<file path="src/rtl/rep_pkg.sv">
package rep_pkg;
  typedef enum logic [0:0] {
    REP_EXACT   = 1'b0,
    REP_ATLEAST = 1'b1
  } rep_mode_e;
endpackage

</file>
<file path="src/rtl/rep_token_shift.sv">
module rep_token_shift #(
  parameter int DEPTH = 4
) (
  input  logic             clk,
  input  logic             rst,
  input  logic             step,
  input  logic             flush,
  input  logic             tok_in,
  output logic [DEPTH-1:0] stages
);
  // advance every in-flight token by one matched character
  function automatic logic [DEPTH-1:0] advance(input logic [DEPTH-1:0] cur, input logic fresh);
    logic [DEPTH-1:0] nxt;
    nxt = cur << 1;
    nxt[0] = fresh;
    return nxt;
  endfunction

  always_ff @(posedge clk) begin
    if (rst || flush) stages <= '0;
    else if (step)    stages <= advance(stages, tok_in);
  end


  flush_clears_chk: assert property (@(posedge clk) disable iff (rst)
    flush |=> (stages == '0));

  idle_holds_chk: assert property (@(posedge clk) disable iff (rst)
    (!step && !flush) |=> $stable(stages));

  entry_chk: assert property (@(posedge clk) disable iff (rst)
    step |=> (stages[0] == $past(tok_in)));
endmodule

</file>
<file path="src/rtl/rep_tail_hold.sv">
module rep_tail_hold
  import rep_pkg::*;
#(
  parameter rep_mode_e MODE = REP_EXACT
) (
  input  logic clk,
  input  logic rst,
  input  logic step,
  input  logic flush,
  input  logic last_stage,
  output logic tok_out
);
  generate
    if (MODE == REP_ATLEAST) begin : g_hold
      logic held;
      always_ff @(posedge clk) begin
        if (rst || flush) held <= 1'b0;
        else if (step)    held <= held | last_stage;
      end
      assign tok_out = last_stage | held;


      run_holds_chk: assert property (@(posedge clk) disable iff (rst)
        (step && tok_out) |=> tok_out);

      miss_drops_chk: assert property (@(posedge clk) disable iff (rst)
        flush |=> !tok_out);
    end else begin : g_exact
      assign tok_out = last_stage;


      exact_hold_chk: assert property (@(posedge clk) disable iff (rst)
        (!step && !flush) |=> (tok_out == $past(tok_out)));

      exact_miss_chk: assert property (@(posedge clk) disable iff (rst)
        flush |=> !tok_out);
    end
  endgenerate
endmodule

</file>
<file path="src/rtl/rep_match_core.sv">
module rep_match_core
  import rep_pkg::*;
#(
  parameter int        DEPTH = 4,
  parameter rep_mode_e MODE  = REP_EXACT
) (
  input  logic clk,
  input  logic rst,
  input  logic chr_valid,
  input  logic tok_in,
  input  logic chr_hit,
  output logic tok_out
);
  localparam int LAST = DEPTH - 1;

  logic             step_evt;
  logic             flush_evt;
  logic [DEPTH-1:0] chain;

  assign step_evt  = chr_valid & chr_hit;
  assign flush_evt = chr_valid & ~chr_hit;

  rep_token_shift #(.DEPTH(DEPTH)) u_shift (
    .clk    (clk),
    .rst    (rst),
    .step   (step_evt),
    .flush  (flush_evt),
    .tok_in (tok_in),
    .stages (chain)
  );

  rep_tail_hold #(.MODE(MODE)) u_tail (
    .clk        (clk),
    .rst        (rst),
    .step       (step_evt),
    .flush      (flush_evt),
    .last_stage (chain[LAST]),
    .tok_out    (tok_out)
  );


  reset_clears_chk: assert property (@(posedge clk)
    rst |=> !tok_out);

  initial begin
    assert (DEPTH >= 1) else $error("DEPTH must be at least 1");
  end
endmodule

</file>
<file path="config.mk">
export PLATFORM = sky130hd
export DESIGN_NAME = rep_match_core
export DESIGN_NICKNAME = d
export VERILOG_FILES = /design/src/rtl/rep_pkg.sv /design/src/rtl/rep_token_shift.sv /design/src/rtl/rep_tail_hold.sv /design/src/rtl/rep_match_core.sv
export SDC_FILE = /design/constraint.sdc
export NUM_CORES = 1
export LEC_CHECK = 0
export ABC_AREA = 0
export BUFFER_PORTS_ARGS = -buffer_cell sky130_fd_sc_hd__buf_2
export CORE_AREA = 3 3 40 42
export CTS_BUF_LIST = sky130_fd_sc_hd__clkbuf_2
export DETAILED_ROUTE_END_ITERATION = 6
export DIE_AREA = 0 0 43 45
export PLACE_DENSITY = 0.3
export REMOVE_ABC_BUFFERS = 1
export SLEW_MARGIN = 10
export SYNTH_ARGS = -nofsm -noshare
export SYNTH_HDL_FRONTEND = slang
export SYNTH_SLANG_ARGS = --single-unit
</file>
<file path="constraint.sdc">
create_clock -name clk -period 1.43 [get_ports clk]
set_clock_uncertainty 0.05 [all_clocks]
set_input_delay 0.143 -clock clk [delete_from_list [all_inputs] [get_ports clk]]
set_output_delay 0.143 -clock clk [all_outputs]
set_load 0.02 [all_outputs]
</file>
# --- After elaboration in Yosys (flattened, before gate mapping) ---
# Cells that the tools add are included.
word_totals:
  register_bits: 4
  inputBits: 5
  output_inout_bits: 1
classes:
  bitwise_logic: 3
  n_reduce_logical: 1
op_table:
  columns: ["operator", "n"]
  rows:
  - ["$and A1 B1 Y1", 2]
  - ["$logic_or A1 B1 Y1", 1]
  - ["$not A1 Y1", 1]

# --- Longest topological paths before layout ---
# Gate-level depths: netlist of the first run.
depth:
  word_depth: 3
  depth_mapped: 2
  depth_no_buf: 2

# --- Hierarchy ---
# A second synthesis of the first run with hierarchy kept.
unflattened:
  cells_unflattened: 16
  hier_area_um2: 168.9
modules_own_cells:
  columns: ["mod", "n_inst", "cells_each", "area_per_inst_um2"]
  rows:
  - ["rep_token_shift", 1, 13, 145.1]
  - ["rep_match_core", 1, 2, 16.3]
  - ["rep_tail_hold", 1, 1, 7.5]

# --- Least setup slack after synthesis of the first run ---
# No wires, ideal clock.
synth_timing:
  kind: "register -> register"
  start: "register u_shift.stages[3] (netlist name)"
  end: "register u_shift.stages[3]"
  t_arrival_ns: 0.591
  setup_slack_ns: 0.719
  path_stages_with_launch: 3
  synth_period_minus_slack_ns: 0.711
  cell_sequence: "dfxtp_1 -> nand2b_1 -> a21oi_1"
synth_lines:
  columns: ["item", "line", "rtl"]
  rows:
  - ["end signal: assignment", "rep_token_shift.sv:21", "else if (step) stages <= advance(stages, tok_in);"]
  - ["end: declaration", "rep_token_shift.sv:9", "output logic [DEPTH-1:0] stages"]

# --- Worst setup path after layout of the first run ---
layout_timing:
  start: "register u_shift.stages[3]"
  end: "output port tok_out"
layout_lines:
  columns: ["item", "line", "rtl"]
  rows:
  - ["end: declaration", "rep_match_core.sv:12", "output logic tok_out"]
# No word-level cell between the ends.

==> report_table.html, run 1 <==
<table>
<tr><th>Metric</th><th>Value</th></tr>
<tr><th colspan="2">Outcome</th></tr>
<tr><td>Result of the run</td><td>finished, final reports clean</td></tr>
<tr><th colspan="2">GRT</th></tr>
<tr><td>Total global routing track utilization</td><td>0.0499</td></tr>
<tr><td>Overall overflow remaining after global route</td><td>0</td></tr>
<tr><td>Global-route met3 utilization</td><td>0.0717</td></tr>
<tr><td>GR Layer Usage met2</td><td>0.0569</td></tr>
<tr><td>Initial antenna violation count</td><td>0</td></tr>
<tr><td>Met1 GRT Util</td><td>0.0552</td></tr>
<tr><td>GRT Max-Usage Layer</td><td>met3</td></tr>
<tr><td>Pin count of the biggest net entering global routing</td><td>9</td></tr>
<tr><td>Via count of the first global-routing pass</td><td>160</td></tr>
<tr><td>Wire length of the first global-routing pass</td><td>634 um</td></tr>
<tr><th colspan="2">Detailed routing</th></tr>
<tr><td>DR DRC count</td><td>0</td></tr>
<tr><td>Remaining antenna violation count</td><td>0</td></tr>
<tr><td>Routed len/inst</td><td>8.26 um</td></tr>
<tr><td>Post-Route WL</td><td>322 um</td></tr>
<tr><td>Total via count in the routed design</td><td>141</td></tr>
<tr><td>Via-per-instance ratio</td><td>3.62</td></tr>
<tr><td>Starting DRC count in detailed routing</td><td>1</td></tr>
<tr><td>Number of iterations in the first detailed-routing pass</td><td>2</td></tr>
<tr><th colspan="2">Pwr</th></tr>
<tr><td>Total internal power</td><td>177 uW</td></tr>
<tr><td>Sequential share of power</td><td>0.493</td></tr>
<tr><td>Net switching component of the power</td><td>55.0 uW</td></tr>
<tr><td>Fraction of power consumed by combinational cells</td><td>0.060</td></tr>
<tr><td>Leak pwr</td><td>0.0771 nW</td></tr>
<tr><td>Share of total power in the clock network</td><td>0.447</td></tr>
<tr><td>Largest voltage drop on the vdd net</td><td>385 uV</td></tr>
<tr><td>Switching share of power</td><td>0.238</td></tr>
<tr><td>Total power divided by cell area</td><td>1140 mW/mm2</td></tr>
<tr><td>Final Total Pwr</td><td>232 uW</td></tr>
<tr><th colspan="2">Cells and area</th></tr>
<tr><td>Net count of the finished layout</td><td>31</td></tr>
<tr><td>Most frequent cells in the layout</td><td>sky130_fd_sc_hd__buf_2, sky130_fd_sc_hd__nand2b_1, sky130_fd_sc_hd__nand3_1, sky130_fd_sc_hd__a21oi_1, sky130_fd_sc_hd__dfxtp_1</td></tr>
<tr><td>Diode count</td><td>0</td></tr>
<tr><td>Largest registers in the final layout</td><td>u_shift.stages: 4 flops</td></tr>
<tr><td>Signed area change from the synthesized netlist to the final layout</td><td>40.5%</td></tr>
<tr><td>Number of fill cells</td><td>142</td></tr>
<tr><td>Most common cell after layout, fill and taps aside</td><td>sky130_fd_sc_hd__buf_2</td></tr>
<tr><td>Share of cells above drive strength 1</td><td>0.333</td></tr>
<tr><td>Sequential cell area</td><td>80.1 um2</td></tr>
<tr><td>Number of flip-flops in the largest register</td><td>4</td></tr>
<tr><td>Register name with the most flops</td><td>u_shift.stages</td></tr>
<tr><td>Combined area of the multi-input logic cells</td><td>65.1 um2</td></tr>
<tr><th colspan="2">Timing</th></tr>
<tr><td>Endpoints failing setup</td><td>0</td></tr>
<tr><td>Final Slew Violations</td><td>0</td></tr>
<tr><td>Fmax</td><td>1140 MHz</td></tr>
<tr><td>Ratio of final minimum period to clock period</td><td>0.615</td></tr>
<tr><td>RSZ-0062 raised after global routing</td><td>no</td></tr>
<tr><td>Worst Max-Slew Pin Slew</td><td>118 ps</td></tr>
<tr><td>Relative slew slack</td><td>0.921</td></tr>
<tr><td>Sum Neg Setup Slack</td><td>0 ps</td></tr>
<tr><td>Minimum clock period</td><td>879 ps</td></tr>
<tr><td>Final worst slack</td><td>551 ps</td></tr>
<tr><td>Hold violation total from the final report</td><td>0</td></tr>
<tr><th colspan="2">Place</th></tr>
<tr><td>Setup slack at placement</td><td>768 ps</td></tr>
<tr><td>Quantity of I/O buffers inserted on ports</td><td>5</td></tr>
<tr><td>Final Wtd Congestion</td><td>0.643</td></tr>
<tr><th colspan="2">Yosys</th></tr>
<tr><td>Per-instance average area after synthesis</td><td>9.07 um2</td></tr>
<tr><td>Mapped Area</td><td>145 um2</td></tr>
<tr><td>Area share of the largest cell type after synthesis</td><td>0.552</td></tr>
<tr><td>Post-synth top area cell</td><td>sky130_fd_sc_hd__dfxtp_1</td></tr>
<tr><td>Proportion of synthesized chip area in sequential cells</td><td>0.552</td></tr>
<tr><td>Gate count of the mapped netlist</td><td>16</td></tr>
<tr><td>Post-synthesis cell type count</td><td>4</td></tr>
<tr><td>Top post-synthesis cells by area</td><td>sky130_fd_sc_hd__dfxtp_1, sky130_fd_sc_hd__nand2b_1, sky130_fd_sc_hd__a21oi_1</td></tr>
<tr><td>Count of synthesis-stage warnings from yosys</td><td>0</td></tr>
<tr><td>Synthesis-stage register bit count</td><td>4</td></tr>
<tr><th colspan="2">CTS</th></tr>
<tr><td>TritonCTS Sinks</td><td>4</td></tr>
<tr><td>Buffer cell driving the clock tree root</td><td>sky130_fd_sc_hd__clkbuf_2</td></tr>
<tr><td>Maximum buffer depth of the clock tree</td><td>2</td></tr>
<tr><td>Number of buffers created by CTS</td><td>3</td></tr>
<tr><td>CTS Hold Bufs</td><td>0</td></tr>
<tr><td>Post-CTS sizing</td><td>0</td></tr>
<tr><td>Clock tree from TritonCTS</td><td>yes</td></tr>
<tr><td>Clock-pin slew of the registers on the worst-case setup and hold paths</td><td>40 ps</td></tr>
<tr><td>Maximum level of the CTS H-tree</td><td>1</td></tr>
<tr><td>Clock latency on the worst-skew pair</td><td>210 ps</td></tr>
<tr><td>Setup fix buffers added after clock tree synthesis</td><td>0</td></tr>
<tr><th colspan="2">Floorplan</th></tr>
<tr><td>Initial core utilization</td><td>0.113</td></tr>
<tr><td>Die Area</td><td>0.00194 mm2</td></tr>
<tr><td>Site Rows</td><td>13</td></tr>
<tr><td>I/O pin cnt</td><td>6</td></tr>
<tr><td>Vert. Die Dim</td><td>45 um</td></tr>
<tr><td>Placeable core region</td><td>0.00128 mm2</td></tr>
<tr><td>Horizontal extent of the die</td><td>43 um</td></tr>
<tr><th colspan="2">Worst setup path</th></tr>
<tr><td>Worst path arrival time</td><td>690 ps</td></tr>
<tr><td>Type of destination of the critical path</td><td>output port</td></tr>
<tr><td>Critical Path Slowest Stage Cell</td><td>sky130_fd_sc_hd__dfxtp_1</td></tr>
<tr><td>Buffering stage count on the worst path with inverters included</td><td>1</td></tr>
<tr><td>Category of the critical setup timing path</td><td>reg2out</td></tr>
<tr><td>Worst-path fanout max</td><td>2</td></tr>
<tr><td>Maximum cell stage delay along the critical path</td><td>320 ps</td></tr>
<tr><td>Worst path required time</td><td>1240 ps</td></tr>
<tr><td>Family of cells with the greatest summed delay on the critical path</td><td>flip-flops</td></tr>
<tr><td>CP cell instances</td><td>buf_2</td></tr>
<tr><td>Startpoint class of the critical path</td><td>register</td></tr>
<tr><th colspan="2">Run</th></tr>
<tr><td>Max-capacitance violation count</td><td>0</td></tr>
<tr><th colspan="2">Min path</th></tr>
<tr><td>HP Class</td><td>in2reg</td></tr>
</table>
-- metrics by stage --
stage	hold slack, ps	utilization	cells	cell area (um2)
after global placement	311	0.147	36	189
after global routing	93.0	0.159	39	204
after CTS	83.2	0.159	39	204
after floorplan	162	-	16	145
after detailed placement	312	0.147	36	189
final	90.1	0.159	39	204
-- cells in the mapped netlist --
| cell | number |
|---|---|
| sky130_fd_sc_hd__nand2b_1 | 4 |
| sky130_fd_sc_hd__dfxtp_1 | 4 |
| sky130_fd_sc_hd__a21oi_1 | 4 |
| sky130_fd_sc_hd__nand3_1 | 4 |
-- path summary, 6_finish.rpt --
kind	from	to	slack, ps	depth (start not counted)
worst max-delay path	u_shift.stages[3]$_SDFFE_PP0P_	tok_out	550	1
worst min-delay path	rst	u_shift.stages[3]$_SDFFE_PP0P_	90	2
worst max register to register	u_shift.stages[0]$_SDFFE_PP0P_	u_shift.stages[1]$_SDFFE_PP0P_	780	2
worst min register to register	u_shift.stages[1]$_SDFFE_PP0P_	u_shift.stages[2]$_SDFFE_PP0P_	420	2
-- power by group through the flow --
stage	logic [mW]	registers, mW	clock network, mW
after floorplan	0.00352	0.116	0
after global placement	0.0137	0.116	0
after detailed placement	0.0138	0.116	0
after CTS	0.0139	0.114	0.110
after global routing	0.0157	0.114	0.119
final	0.0139	0.114	0.104
-- metal layers --
layer	vias to the layer above	share of wire
met5	-	0
met4	0	0
met3	0	0.21
met2	9	0.27
met1	60	0.51
li1	72	-
-- layout make-up --
type	instances	area share
sequential	4	0.393
multi-input combinational	12	0.319
timing repair buffer	5	0.123
tap	15	0.0920
clock buffer	3	0.0736
-- cells by family (layout without fill, tap and decap cells) --
| family | Yosys count | count (layout) | synth area share |
|---|---|---|---|
| compound gates | 4 | 4 | 0.138 |
| buf+inv | 0 | 8 | 0 |
| flops | 4 | 4 | 0.552 |
| simple gates | 8 | 8 | 0.310 |
(Power assumes the default switching activity.)
==> run 2, diff against run 1 <==
- clock period: 1.43 -> 0.8 ns (I/O delays scaled with it)
==> run 2 against run 1 <==
Compared with the run above: via count fell by 4.3%; register-to-register slack got worse by 620 ps; die area did not move; routed wire length fell by 5.6%; non-clock buffer count did not move; clock power rose by 72%; worst hold slack got worse by 66 ps; core utilization rose by 0.58 points; worst setup slack got worse by 530 ps; largest power group unchanged; highest routed layer unchanged.
==> report_table.html, run 2 (synthesis gave the netlist of run 1 again) <==
<table>
<tr><th>Metric</th><th>Value</th></tr>
<tr><th colspan="2">Detailed routing</th></tr>
<tr><td>Starting DRC count in detailed routing</td><td>3 (was 1)</td></tr>
<tr><td>Via-per-instance ratio</td><td>3.46 (was 3.62)</td></tr>
<tr><td>Routed len/inst</td><td>7.79 um (was 8.26 um)</td></tr>
<tr><td>Number of iterations in the first detailed-routing pass</td><td>2 (unchanged)</td></tr>
<tr><td>Remaining antenna violation count</td><td>0 (unchanged)</td></tr>
<tr><td>Total via count in the routed design</td><td>135 (was 141)</td></tr>
<tr><td>Post-Route WL</td><td>304 um (was 322 um)</td></tr>
<tr><td>DR DRC count</td><td>0 (unchanged)</td></tr>
<tr><th colspan="2">Run</th></tr>
<tr><td>Max-capacitance violation count</td><td>0 (unchanged)</td></tr>
<tr><th colspan="2">Floorplan</th></tr>
<tr><td>Placeable core region</td><td>0.00128 mm2 (unchanged)</td></tr>
<tr><td>Vert. Die Dim</td><td>45 um (unchanged)</td></tr>
<tr><td>Initial core utilization</td><td>0.113 (unchanged)</td></tr>
<tr><td>Die Area</td><td>0.00194 mm2 (unchanged)</td></tr>
<tr><td>Horizontal extent of the die</td><td>43 um (unchanged)</td></tr>
<tr><td>Site Rows</td><td>13 (unchanged)</td></tr>
<tr><td>I/O pin cnt</td><td>6 (unchanged)</td></tr>
<tr><th colspan="2">Cells and area</th></tr>
<tr><td>Diode count</td><td>0 (unchanged)</td></tr>
<tr><td>Signed area change from the synthesized netlist to the final layout</td><td>45.7% (was 40.5%)</td></tr>
<tr><td>Share of cells above drive strength 1</td><td>0.375 (was 0.333)</td></tr>
<tr><td>Largest registers in the final layout</td><td>u_shift.stages: 4 flops (unchanged)</td></tr>
<tr><td>Util after Layout</td><td>0.165 (was 0.159)</td></tr>
<tr><td>Register name with the most flops</td><td>u_shift.stages (unchanged)</td></tr>
<tr><td>Most frequent cells in the layout</td><td>sky130_fd_sc_hd__nand2b_1, sky130_fd_sc_hd__nand3_1, sky130_fd_sc_hd__a21oi_1, sky130_fd_sc_hd__buf_2 (was sky130_fd_sc_hd__buf_2, sky130_fd_sc_hd__nand2b_1, sky130_fd_sc_hd__nand3_1, sky130_fd_sc_hd__a21oi_1, sky130_fd_sc_hd__dfxtp_1)</td></tr>
<tr><td>Number of flip-flops in the largest register</td><td>4 (unchanged)</td></tr>
<tr><td>Fin area</td><td>211 um2 (was 204 um2)</td></tr>
<tr><td>Net count of the finished layout</td><td>31 (unchanged)</td></tr>
<tr><th colspan="2">Worst setup path</th></tr>
<tr><td>Worst-path fanout max</td><td>2 (unchanged)</td></tr>
<tr><td>Start point of the critical path</td><td>u_shift.stages[3]$_SDFFE_PP0P_ (unchanged)</td></tr>
<tr><td>Category of the critical setup timing path</td><td>reg2out (unchanged)</td></tr>
<tr><td>Worst path arrival time</td><td>640 ps (was 690 ps)</td></tr>
<tr><td>Critical Path Slowest Stage Cell</td><td>sky130_fd_sc_hd__dfxtp_2 (was sky130_fd_sc_hd__dfxtp_1)</td></tr>
<tr><td>Buffering stage count on the worst path with inverters included</td><td>1 (unchanged)</td></tr>
<tr><td>Maximum cell stage delay along the critical path</td><td>330 ps (was 320 ps)</td></tr>
<tr><td>Worst reg2reg path startpoint</td><td>u_shift.stages[1]$_SDFFE_PP0P_ (was u_shift.stages[0]$_SDFFE_PP0P_)</td></tr>
<tr><td>Family of cells with the greatest summed delay on the critical path</td><td>flip-flops (unchanged)</td></tr>
<tr><td>Startpoint class of the critical path</td><td>register (unchanged)</td></tr>
<tr><td>CP cell instances</td><td>buf_6 (was buf_2)</td></tr>
<tr><td>Worst path required time</td><td>670 ps (was 1240 ps)</td></tr>
<tr><td>Type of destination of the critical path</td><td>output port (unchanged)</td></tr>
<tr><th colspan="2">CTS</th></tr>
<tr><td>CTS Hold Bufs</td><td>0 (unchanged)</td></tr>
<tr><td>Setup fix buffers added after clock tree synthesis</td><td>0 (unchanged)</td></tr>
<tr><td>Clock-pin slew of the registers on the worst-case setup and hold paths</td><td>40 ps (about the same)</td></tr>
<tr><td>Clock latency on the worst-skew pair</td><td>200 ps (was 210 ps)</td></tr>
<tr><td>TritonCTS Sinks</td><td>4 (unchanged)</td></tr>
<tr><td>Maximum level of the CTS H-tree</td><td>1 (unchanged)</td></tr>
<tr><td>Buffer cell driving the clock tree root</td><td>sky130_fd_sc_hd__clkbuf_2 (unchanged)</td></tr>
<tr><td>Post-CTS sizing</td><td>3 (was 0)</td></tr>
<tr><td>Number of buffers created by CTS</td><td>3 (unchanged)</td></tr>
<tr><td>Maximum buffer depth of the clock tree</td><td>2 (unchanged)</td></tr>
<tr><td>Clock tree from TritonCTS</td><td>yes (unchanged)</td></tr>
<tr><th colspan="2">Place</th></tr>
<tr><td>Area after detailed placement</td><td>189 um2 (unchanged)</td></tr>
<tr><td>Quantity of I/O buffers inserted on ports</td><td>5 (unchanged)</td></tr>
<tr><td>Final Wtd Congestion</td><td>0.625 (was 0.643)</td></tr>
<tr><th colspan="2">Timing</th></tr>
<tr><td>Ratio of final minimum period to clock period</td><td>0.968</td></tr>
<tr><td>Relative slew slack</td><td>0.925 (was 0.921)</td></tr>
<tr><td>Hold violation total from the final report</td><td>0 (unchanged)</td></tr>
<tr><td>Worst Max-Slew Pin Slew</td><td>113 ps (was 118 ps)</td></tr>
<tr><td>Fmax</td><td>1290 MHz</td></tr>
<tr><td>Final Slew Violations</td><td>0 (unchanged)</td></tr>
<tr><td>Min Hold Slack</td><td>24.1 ps (was 90.1 ps)</td></tr>
<tr><td>Minimum clock period</td><td>774 ps</td></tr>
<tr><td>RSZ-0062 raised after global routing</td><td>yes (was no)</td></tr>
<tr><td>Endpoints failing setup</td><td>0 (unchanged)</td></tr>
<tr><th colspan="2">Pwr</th></tr>
<tr><td>Leak pwr</td><td>0.0781 nW (was 0.0771 nW)</td></tr>
<tr><td>Final Total Pwr</td><td>407 uW (was 232 uW)</td></tr>
<tr><td>Largest voltage drop on the vdd net</td><td>876 uV (was 385 uV)</td></tr>
<tr><td>Total power divided by cell area</td><td>1930 mW/mm2 (was 1140 mW/mm2)</td></tr>
<tr><th colspan="2">Min path</th></tr>
<tr><td>Origin of the worst min-delay path</td><td>rst (unchanged)</td></tr>
<tr><td>HP Class</td><td>in2reg (unchanged)</td></tr>
<tr><th colspan="2">GRT</th></tr>
<tr><td>Wire length of the first global-routing pass</td><td>538 um (was 634 um)</td></tr>
<tr><td>Pin count of the biggest net entering global routing</td><td>9 (unchanged)</td></tr>
<tr><td>Total global routing track utilization</td><td>0.0458 (was 0.0499)</td></tr>
<tr><td>Overall overflow remaining after global route</td><td>0 (unchanged)</td></tr>
<tr><td>Via count of the first global-routing pass</td><td>125 (was 160)</td></tr>
<tr><td>Initial antenna violation count</td><td>0 (unchanged)</td></tr>
<tr><th colspan="2">Outcome</th></tr>
<tr><td>Result of the run</td><td>finished, final reports clean (unchanged)</td></tr>
</table>
-- run 2: per-stage QoR --
| step | worst slack, ps | TNS, ps | cells |
|---|---|---|---|
| finish | 25.9 | 0 | 39 |
| global placement | 178 | 0 | 36 |
| CTS | 15.2 | 0 | 39 |
| global route | -15.0 | -15.0 | 39 |
| floorplan | 89.0 | 0 | 16 |
| detailed placement | 175 | 0 | 36 |
-- run 2: worst paths after layout --
path,cells past startpoint,end,slack [ps]
worst max register to register,2,u_shift.stages[2]$_SDFFE_PP0P_,160
worst min register to register,2,u_shift.stages[3]$_SDFFE_PP0P_,410
worst max-delay path,1,tok_out,30
worst min-delay path,2,u_shift.stages[3]$_SDFFE_PP0P_,20
-- run 2: area by class of cell --
cell class / count / area (um2)
clock buffers: 3 / 15.0
well taps: 15 / 18.8
fillers: 141 / 1070
repair buffers: 5 / 31.3
multi-input cells: 12 / 65.1
flip-flops and latches: 4 / 81.3
-- run 2: report_power, final --
group	leakage, nW	switching, mW	total [mW]	internal, mW
logic	0.0328	0.0121	0.0241	0.0120
registers	0.0329	0.00118	0.204	0.203
clock network	0.0125	0.0782	0.179	0.101
total	0.0781	0.0915	0.407	0.316
-- run 2: per-layer routing --
metal | vias to the layer above | share of wire | wire length, um | track usage
met5 | - | 0 | 0 | 0
met3 | 0 | 0.22 | 67 | 0.0757
met2 | 9 | 0.26 | 80 | 0.0389
met4 | 0 | 0 | 0 | 0.0181
li1 | 72 | - | - | -
met1 | 54 | 0.52 | 157 | 0.0482
==> run 3, diff against run 2 <==
- CTS_BUF_LIST: sky130_fd_sc_hd__clkbuf_2 -> default
- SYNTH_HIERARCHICAL: default -> 1
==> run 3 against run 2 <==
Compared with the run above: sequential share of layout area fell by 3.1 points; via count fell by 5.9%; register-to-register slack got worse by 20 ps; critical path type unchanged; critical endpoint unchanged; largest power group is now clock.
==> report_table.html, run 3 <==
<table>
<tr><th>Metric</th><th>Value</th></tr>
<tr><th colspan="2">Floorplan</th></tr>
<tr><td>Placeable core region</td><td>0.00128 mm2 (unchanged)</td></tr>
<tr><td>Site Rows</td><td>13 (unchanged)</td></tr>
<tr><td>I/O pin cnt</td><td>6 (unchanged)</td></tr>
<tr><td>Vert. Die Dim</td><td>45 um (unchanged)</td></tr>
<tr><td>Die Area</td><td>0.00194 mm2 (unchanged)</td></tr>
<tr><td>Initial core utilization</td><td>0.131 (was 0.113)</td></tr>
<tr><td>Horizontal extent of the die</td><td>43 um (unchanged)</td></tr>
<tr><th colspan="2">Worst setup path</th></tr>
<tr><td>Family of cells with the greatest summed delay on the critical path</td><td>flip-flops (unchanged)</td></tr>
<tr><td>Worst reg2reg path startpoint</td><td>u_shift/stages[1]$_SDFFE_PP0P_ (was u_shift.stages[1]$_SDFFE_PP0P_)</td></tr>
<tr><td>Buffering stage count on the worst path with inverters included</td><td>1 (unchanged)</td></tr>
<tr><td>Maximum cell stage delay along the critical path</td><td>310 ps (was 330 ps)</td></tr>
<tr><td>Critical Path Slowest Stage Cell</td><td>sky130_fd_sc_hd__dfxtp_2 (unchanged)</td></tr>
<tr><td>Capturing element of the worst setup path</td><td>tok_out (unchanged)</td></tr>
<tr><td>Flop-to-flop setup slack</td><td>140 ps (was 160 ps)</td></tr>
<tr><td>Number of cells on the critical path</td><td>1 (unchanged)</td></tr>
<tr><td>Startpoint class of the critical path</td><td>register (unchanged)</td></tr>
<tr><td>CP cell instances</td><td>buf_6 (unchanged)</td></tr>
<tr><td>Worst Reg-to-Reg Cells</td><td>2 (unchanged)</td></tr>
<tr><td>Category of the critical setup timing path</td><td>reg2out (unchanged)</td></tr>
<tr><td>Start point of the critical path</td><td>u_shift/stages[3]$_SDFFE_PP0P_ (was u_shift.stages[3]$_SDFFE_PP0P_)</td></tr>
<tr><td>Type of destination of the critical path</td><td>output port (unchanged)</td></tr>
<tr><td>Worst-path fanout max</td><td>2 (unchanged)</td></tr>
<tr><td>Endpoint of the worst register-to-register path</td><td>u_shift/stages[2]$_SDFFE_PP0P_ (was u_shift.stages[2]$_SDFFE_PP0P_)</td></tr>
<tr><td>Worst path arrival time</td><td>660 ps (was 640 ps)</td></tr>
<tr><td>Worst path required time</td><td>670 ps (about the same)</td></tr>
<tr><th colspan="2">Cells and area</th></tr>
<tr><td>Signed area change from the synthesized netlist to the final layout</td><td>36.3% (was 45.7%)</td></tr>
<tr><td>Number of flip-flops in the largest register</td><td>4 (unchanged)</td></tr>
<tr><td>Largest registers in the final layout</td><td>u_shift/stages: 4 flops (was u_shift.stages: 4 flops)</td></tr>
<tr><td>Diode count</td><td>0 (unchanged)</td></tr>
<tr><td>Util after Layout</td><td>0.179 (was 0.165)</td></tr>
<tr><td>Register name with the most flops</td><td>u_shift/stages (was u_shift.stages)</td></tr>
<tr><td>Share of cells above drive strength 1</td><td>0.500 (was 0.375)</td></tr>
<tr><td>Net count of the finished layout</td><td>29 (was 31)</td></tr>
<tr><td>Most frequent cells in the layout</td><td>sky130_fd_sc_hd__buf_2, sky130_fd_sc_hd__mux2i_1, sky130_fd_sc_hd__nor3_1 (was sky130_fd_sc_hd__nand2b_1, sky130_fd_sc_hd__nand3_1, sky130_fd_sc_hd__a21oi_1, sky130_fd_sc_hd__buf_2)</td></tr>
<tr><th colspan="2">Timing</th></tr>
<tr><td>Sum Neg Setup Slack</td><td>0 ps (unchanged)</td></tr>
<tr><td>Fmax</td><td>1270 MHz (was 1290 MHz)</td></tr>
<tr><td>Min Hold Slack</td><td>10.8 ps (was 24.1 ps)</td></tr>
<tr><td>Endpoints failing setup</td><td>0 (unchanged)</td></tr>
<tr><td>Ratio of final minimum period to clock period</td><td>0.982 (was 0.968)</td></tr>
<tr><td>RSZ-0062 raised after global routing</td><td>yes (unchanged)</td></tr>
<tr><td>Final worst slack</td><td>14.4 ps (was 25.9 ps)</td></tr>
<tr><td>Final Slew Violations</td><td>0 (unchanged)</td></tr>
<tr><td>Worst Max-Slew Pin Slew</td><td>130 ps (was 113 ps)</td></tr>
<tr><td>Minimum clock period</td><td>786 ps (was 774 ps)</td></tr>
<tr><td>Relative slew slack</td><td>0.911 (was 0.925)</td></tr>
<tr><td>Hold violation total from the final report</td><td>0 (unchanged)</td></tr>
<tr><th colspan="2">Pwr</th></tr>
<tr><td>Net switching component of the power</td><td>84.3 uW (was 91.5 uW)</td></tr>
<tr><td>Leak pwr</td><td>0.0930 nW (was 0.0781 nW)</td></tr>
<tr><td>Final Total Pwr</td><td>471 uW (was 407 uW)</td></tr>
<tr><td>Fraction of power consumed by combinational cells</td><td>0.066 (was 0.059)</td></tr>
<tr><td>Share of total power in the clock network</td><td>0.501 (was 0.440)</td></tr>
<tr><td>Total power divided by cell area</td><td>2050 mW/mm2 (was 1930 mW/mm2)</td></tr>
<tr><td>Sequential share of power</td><td>0.433 (was 0.501)</td></tr>
<tr><td>Total internal power</td><td>387 uW (was 316 uW)</td></tr>
<tr><td>Largest voltage drop on the vdd net</td><td>517 uV (was 876 uV)</td></tr>
<tr><td>Switching share of power</td><td>0.179 (was 0.225)</td></tr>
<tr><th colspan="2">Yosys</th></tr>
<tr><td>Count of synthesis-stage warnings from yosys</td><td>6 (was 0)</td></tr>
<tr><td>Post-synth top area cell</td><td>sky130_fd_sc_hd__dfxtp_1 (unchanged)</td></tr>
<tr><td>Post-synthesis cell type count</td><td>7 (was 4)</td></tr>
<tr><td>Area share of the largest cell type after synthesis</td><td>0.474 (was 0.552)</td></tr>
<tr><td>Proportion of synthesized chip area in sequential cells</td><td>0.474 (was 0.552)</td></tr>
<tr><td>Number of flops mapped to enable cells by yosys</td><td>0 (unchanged)</td></tr>
<tr><td>Per-instance average area after synthesis</td><td>10.6 um2 (was 9.07 um2)</td></tr>
<tr><td>Gate count of the mapped netlist</td><td>16 (unchanged)</td></tr>
<tr><td>Mapped Area</td><td>169 um2 (was 145 um2)</td></tr>
<tr><td>Async set-or-reset flop fraction in the synthesized netlist</td><td>0 (unchanged)</td></tr>
<tr><td>Predominant post-synthesis flop cell</td><td>sky130_fd_sc_hd__dfxtp_1 (unchanged)</td></tr>
<tr><td>Synth top cells by count</td><td>sky130_fd_sc_hd__dfxtp_1, sky130_fd_sc_hd__mux2i_1, sky130_fd_sc_hd__nor3_1 (was sky130_fd_sc_hd__a21oi_1, sky130_fd_sc_hd__dfxtp_1, sky130_fd_sc_hd__nand2b_1, sky130_fd_sc_hd__nand3_1)</td></tr>
<tr><td>Top post-synthesis cells by area</td><td>sky130_fd_sc_hd__dfxtp_1, sky130_fd_sc_hd__mux2i_1, sky130_fd_sc_hd__nor3_1 (was sky130_fd_sc_hd__dfxtp_1, sky130_fd_sc_hd__nand2b_1, sky130_fd_sc_hd__a21oi_1)</td></tr>
<tr><td>Synthesis-stage register bit count</td><td>4 (unchanged)</td></tr>
<tr><th colspan="2">GRT</th></tr>
<tr><td>Total global routing track utilization</td><td>0.0400 (was 0.0458)</td></tr>
<tr><td>Via count of the first global-routing pass</td><td>116 (was 125)</td></tr>
<tr><td>Initial antenna violation count</td><td>0 (unchanged)</td></tr>
<tr><td>Wire length of the first global-routing pass</td><td>462 um (was 538 um)</td></tr>
<tr><td>Pin count of the biggest net entering global routing</td><td>5 (was 9)</td></tr>
<tr><td>Overall overflow remaining after global route</td><td>0 (unchanged)</td></tr>
<tr><th colspan="2">CTS</th></tr>
<tr><td>Maximum level of the CTS H-tree</td><td>1 (unchanged)</td></tr>
<tr><td>TritonCTS Sinks</td><td>4 (unchanged)</td></tr>
<tr><td>Number of buffers created by CTS</td><td>3 (unchanged)</td></tr>
<tr><td>Clock latency on the worst-skew pair</td><td>230 ps (was 200 ps)</td></tr>
<tr><td>Setup fix buffers added after clock tree synthesis</td><td>0 (unchanged)</td></tr>
<tr><td>Clock-pin slew of the registers on the worst-case setup and hold paths</td><td>40 ps (about the same)</td></tr>
<tr><td>Buffer cell driving the clock tree root</td><td>sky130_fd_sc_hd__clkbuf_4 (was sky130_fd_sc_hd__clkbuf_2)</td></tr>
<tr><td>Clock tree from TritonCTS</td><td>yes (unchanged)</td></tr>
<tr><td>Maximum buffer depth of the clock tree</td><td>2 (unchanged)</td></tr>
<tr><th colspan="2">Min path</th></tr>
<tr><td>Number of instances on the worst hold path</td><td>2 (unchanged)</td></tr>
<tr><td>HP Class</td><td>in2reg (unchanged)</td></tr>
<tr><th colspan="2">Detailed routing</th></tr>
<tr><td>DR DRC count</td><td>0 (unchanged)</td></tr>
<tr><td>Number of iterations in the first detailed-routing pass</td><td>2 (unchanged)</td></tr>
<tr><td>Remaining antenna violation count</td><td>0 (unchanged)</td></tr>
<tr><td>Post-Route WL</td><td>292 um (was 304 um)</td></tr>
<tr><td>Via-per-instance ratio</td><td>3.43 (was 3.46)</td></tr>
<tr><td>Total via count in the routed design</td><td>127 (was 135)</td></tr>
<tr><td>Routed len/inst</td><td>7.89 um (was 7.79 um)</td></tr>
<tr><td>Starting DRC count in detailed routing</td><td>7 (was 3)</td></tr>
<tr><th colspan="2">Place</th></tr>
<tr><td>Quantity of I/O buffers inserted on ports</td><td>5 (unchanged)</td></tr>
<tr><td>Final Wtd Congestion</td><td>0.628 (was 0.625)</td></tr>
<tr><td>Setup slack at placement</td><td>3.20 ps (was 175 ps)</td></tr>
<tr><th colspan="2">Run</th></tr>
<tr><td>Max-capacitance violation count</td><td>0 (unchanged)</td></tr>
<tr><th colspan="2">Outcome</th></tr>
<tr><td>Result of the run</td><td>finished, final reports clean (unchanged)</td></tr>
</table>
==> run 3: changes by cell type after synthesis, sizes merged <==
cell    previous run  this run
a21oi              4         0
and2               0         1
and2b              0         1
buf                0         1
clkbuf             0         1
mux2i              0         4
nand2b             4         0
nand3              4         0
nor3               0         4
==> run 3: repair_timing <==
item,4_1_cts,5_1_grt
hold endpoints to repair,0,0
pin swaps,0,0
setup endpoints to repair,1,1
hold buffers,0,0
gates resized for setup,3,0
==> run 3: per-layer routing <==
metal / global-route usage / wire (um) / vias to the layer above
li1: - / - / 67
met1: 0.0361 / 134 / 54
met2: 0.0449 / 118 / 4
met3: 0.0359 / 30 / 2
met4: 0.0542 / 8 / 0
met5: 0 / 0 / -
==> run 3: worst min path at each step <==
stage          slack [ps]  from                              to
3_3_place_gp          250   rst  u_shift/stages[1]$_SDFFE_PP0P_
4_1_cts                 2   rst  u_shift/stages[0]$_SDFFE_PP0P_
2_1_floorplan         110   rst  u_shift/stages[0]$_SDFFE_PP0P_
6_report               10   rst  u_shift/stages[0]$_SDFFE_PP0P_
3_5_place_dp          250   rst  u_shift/stages[0]$_SDFFE_PP0P_
5_1_grt                20   rst  u_shift/stages[1]$_SDFFE_PP0P_
==> run 3: cells by family after synthesis <==
logic type,share of synthesized area
AND/OR/NAND/NOR,0.215
multiplexers,0.237
flip-flops,0.474
buffers and inverters,0.0741
==> run 3: layout make-up <==
class                           instances  area, um2
Sequential cell                         4       81.3
Multi-Input combinational cell         10       76.3
Tap cell                               15       18.8
Fill cell                             151       1050
Clock buffer                            3       22.5
Timing Repair Buffer                    5       31.3
==> run 3: power by group through the flow <==
stage | Sequential [mW] | Combinational [mW] | Clock, mW
4_1_cts | 0.204 | 0.0320 | 0.252
2_1_floorplan | 0.207 | 0.0176 | 0
5_1_grt | 0.204 | 0.0348 | 0.266
3_5_place_dp | 0.207 | 0.0316 | 0
6_report | 0.204 | 0.0311 | 0.236
3_3_place_gp | 0.207 | 0.0315 | 0
==> run 3: stage by stage <==
| step | area (um2) | cells |
|---|---|---|
| after global placement | 200 | 34 |
| after floorplan | 156 | 14 |
| after global routing | 230 | 37 |
| after CTS | 230 | 37 |
| final | 230 | 37 |
| after detailed placement | 200 | 34 |
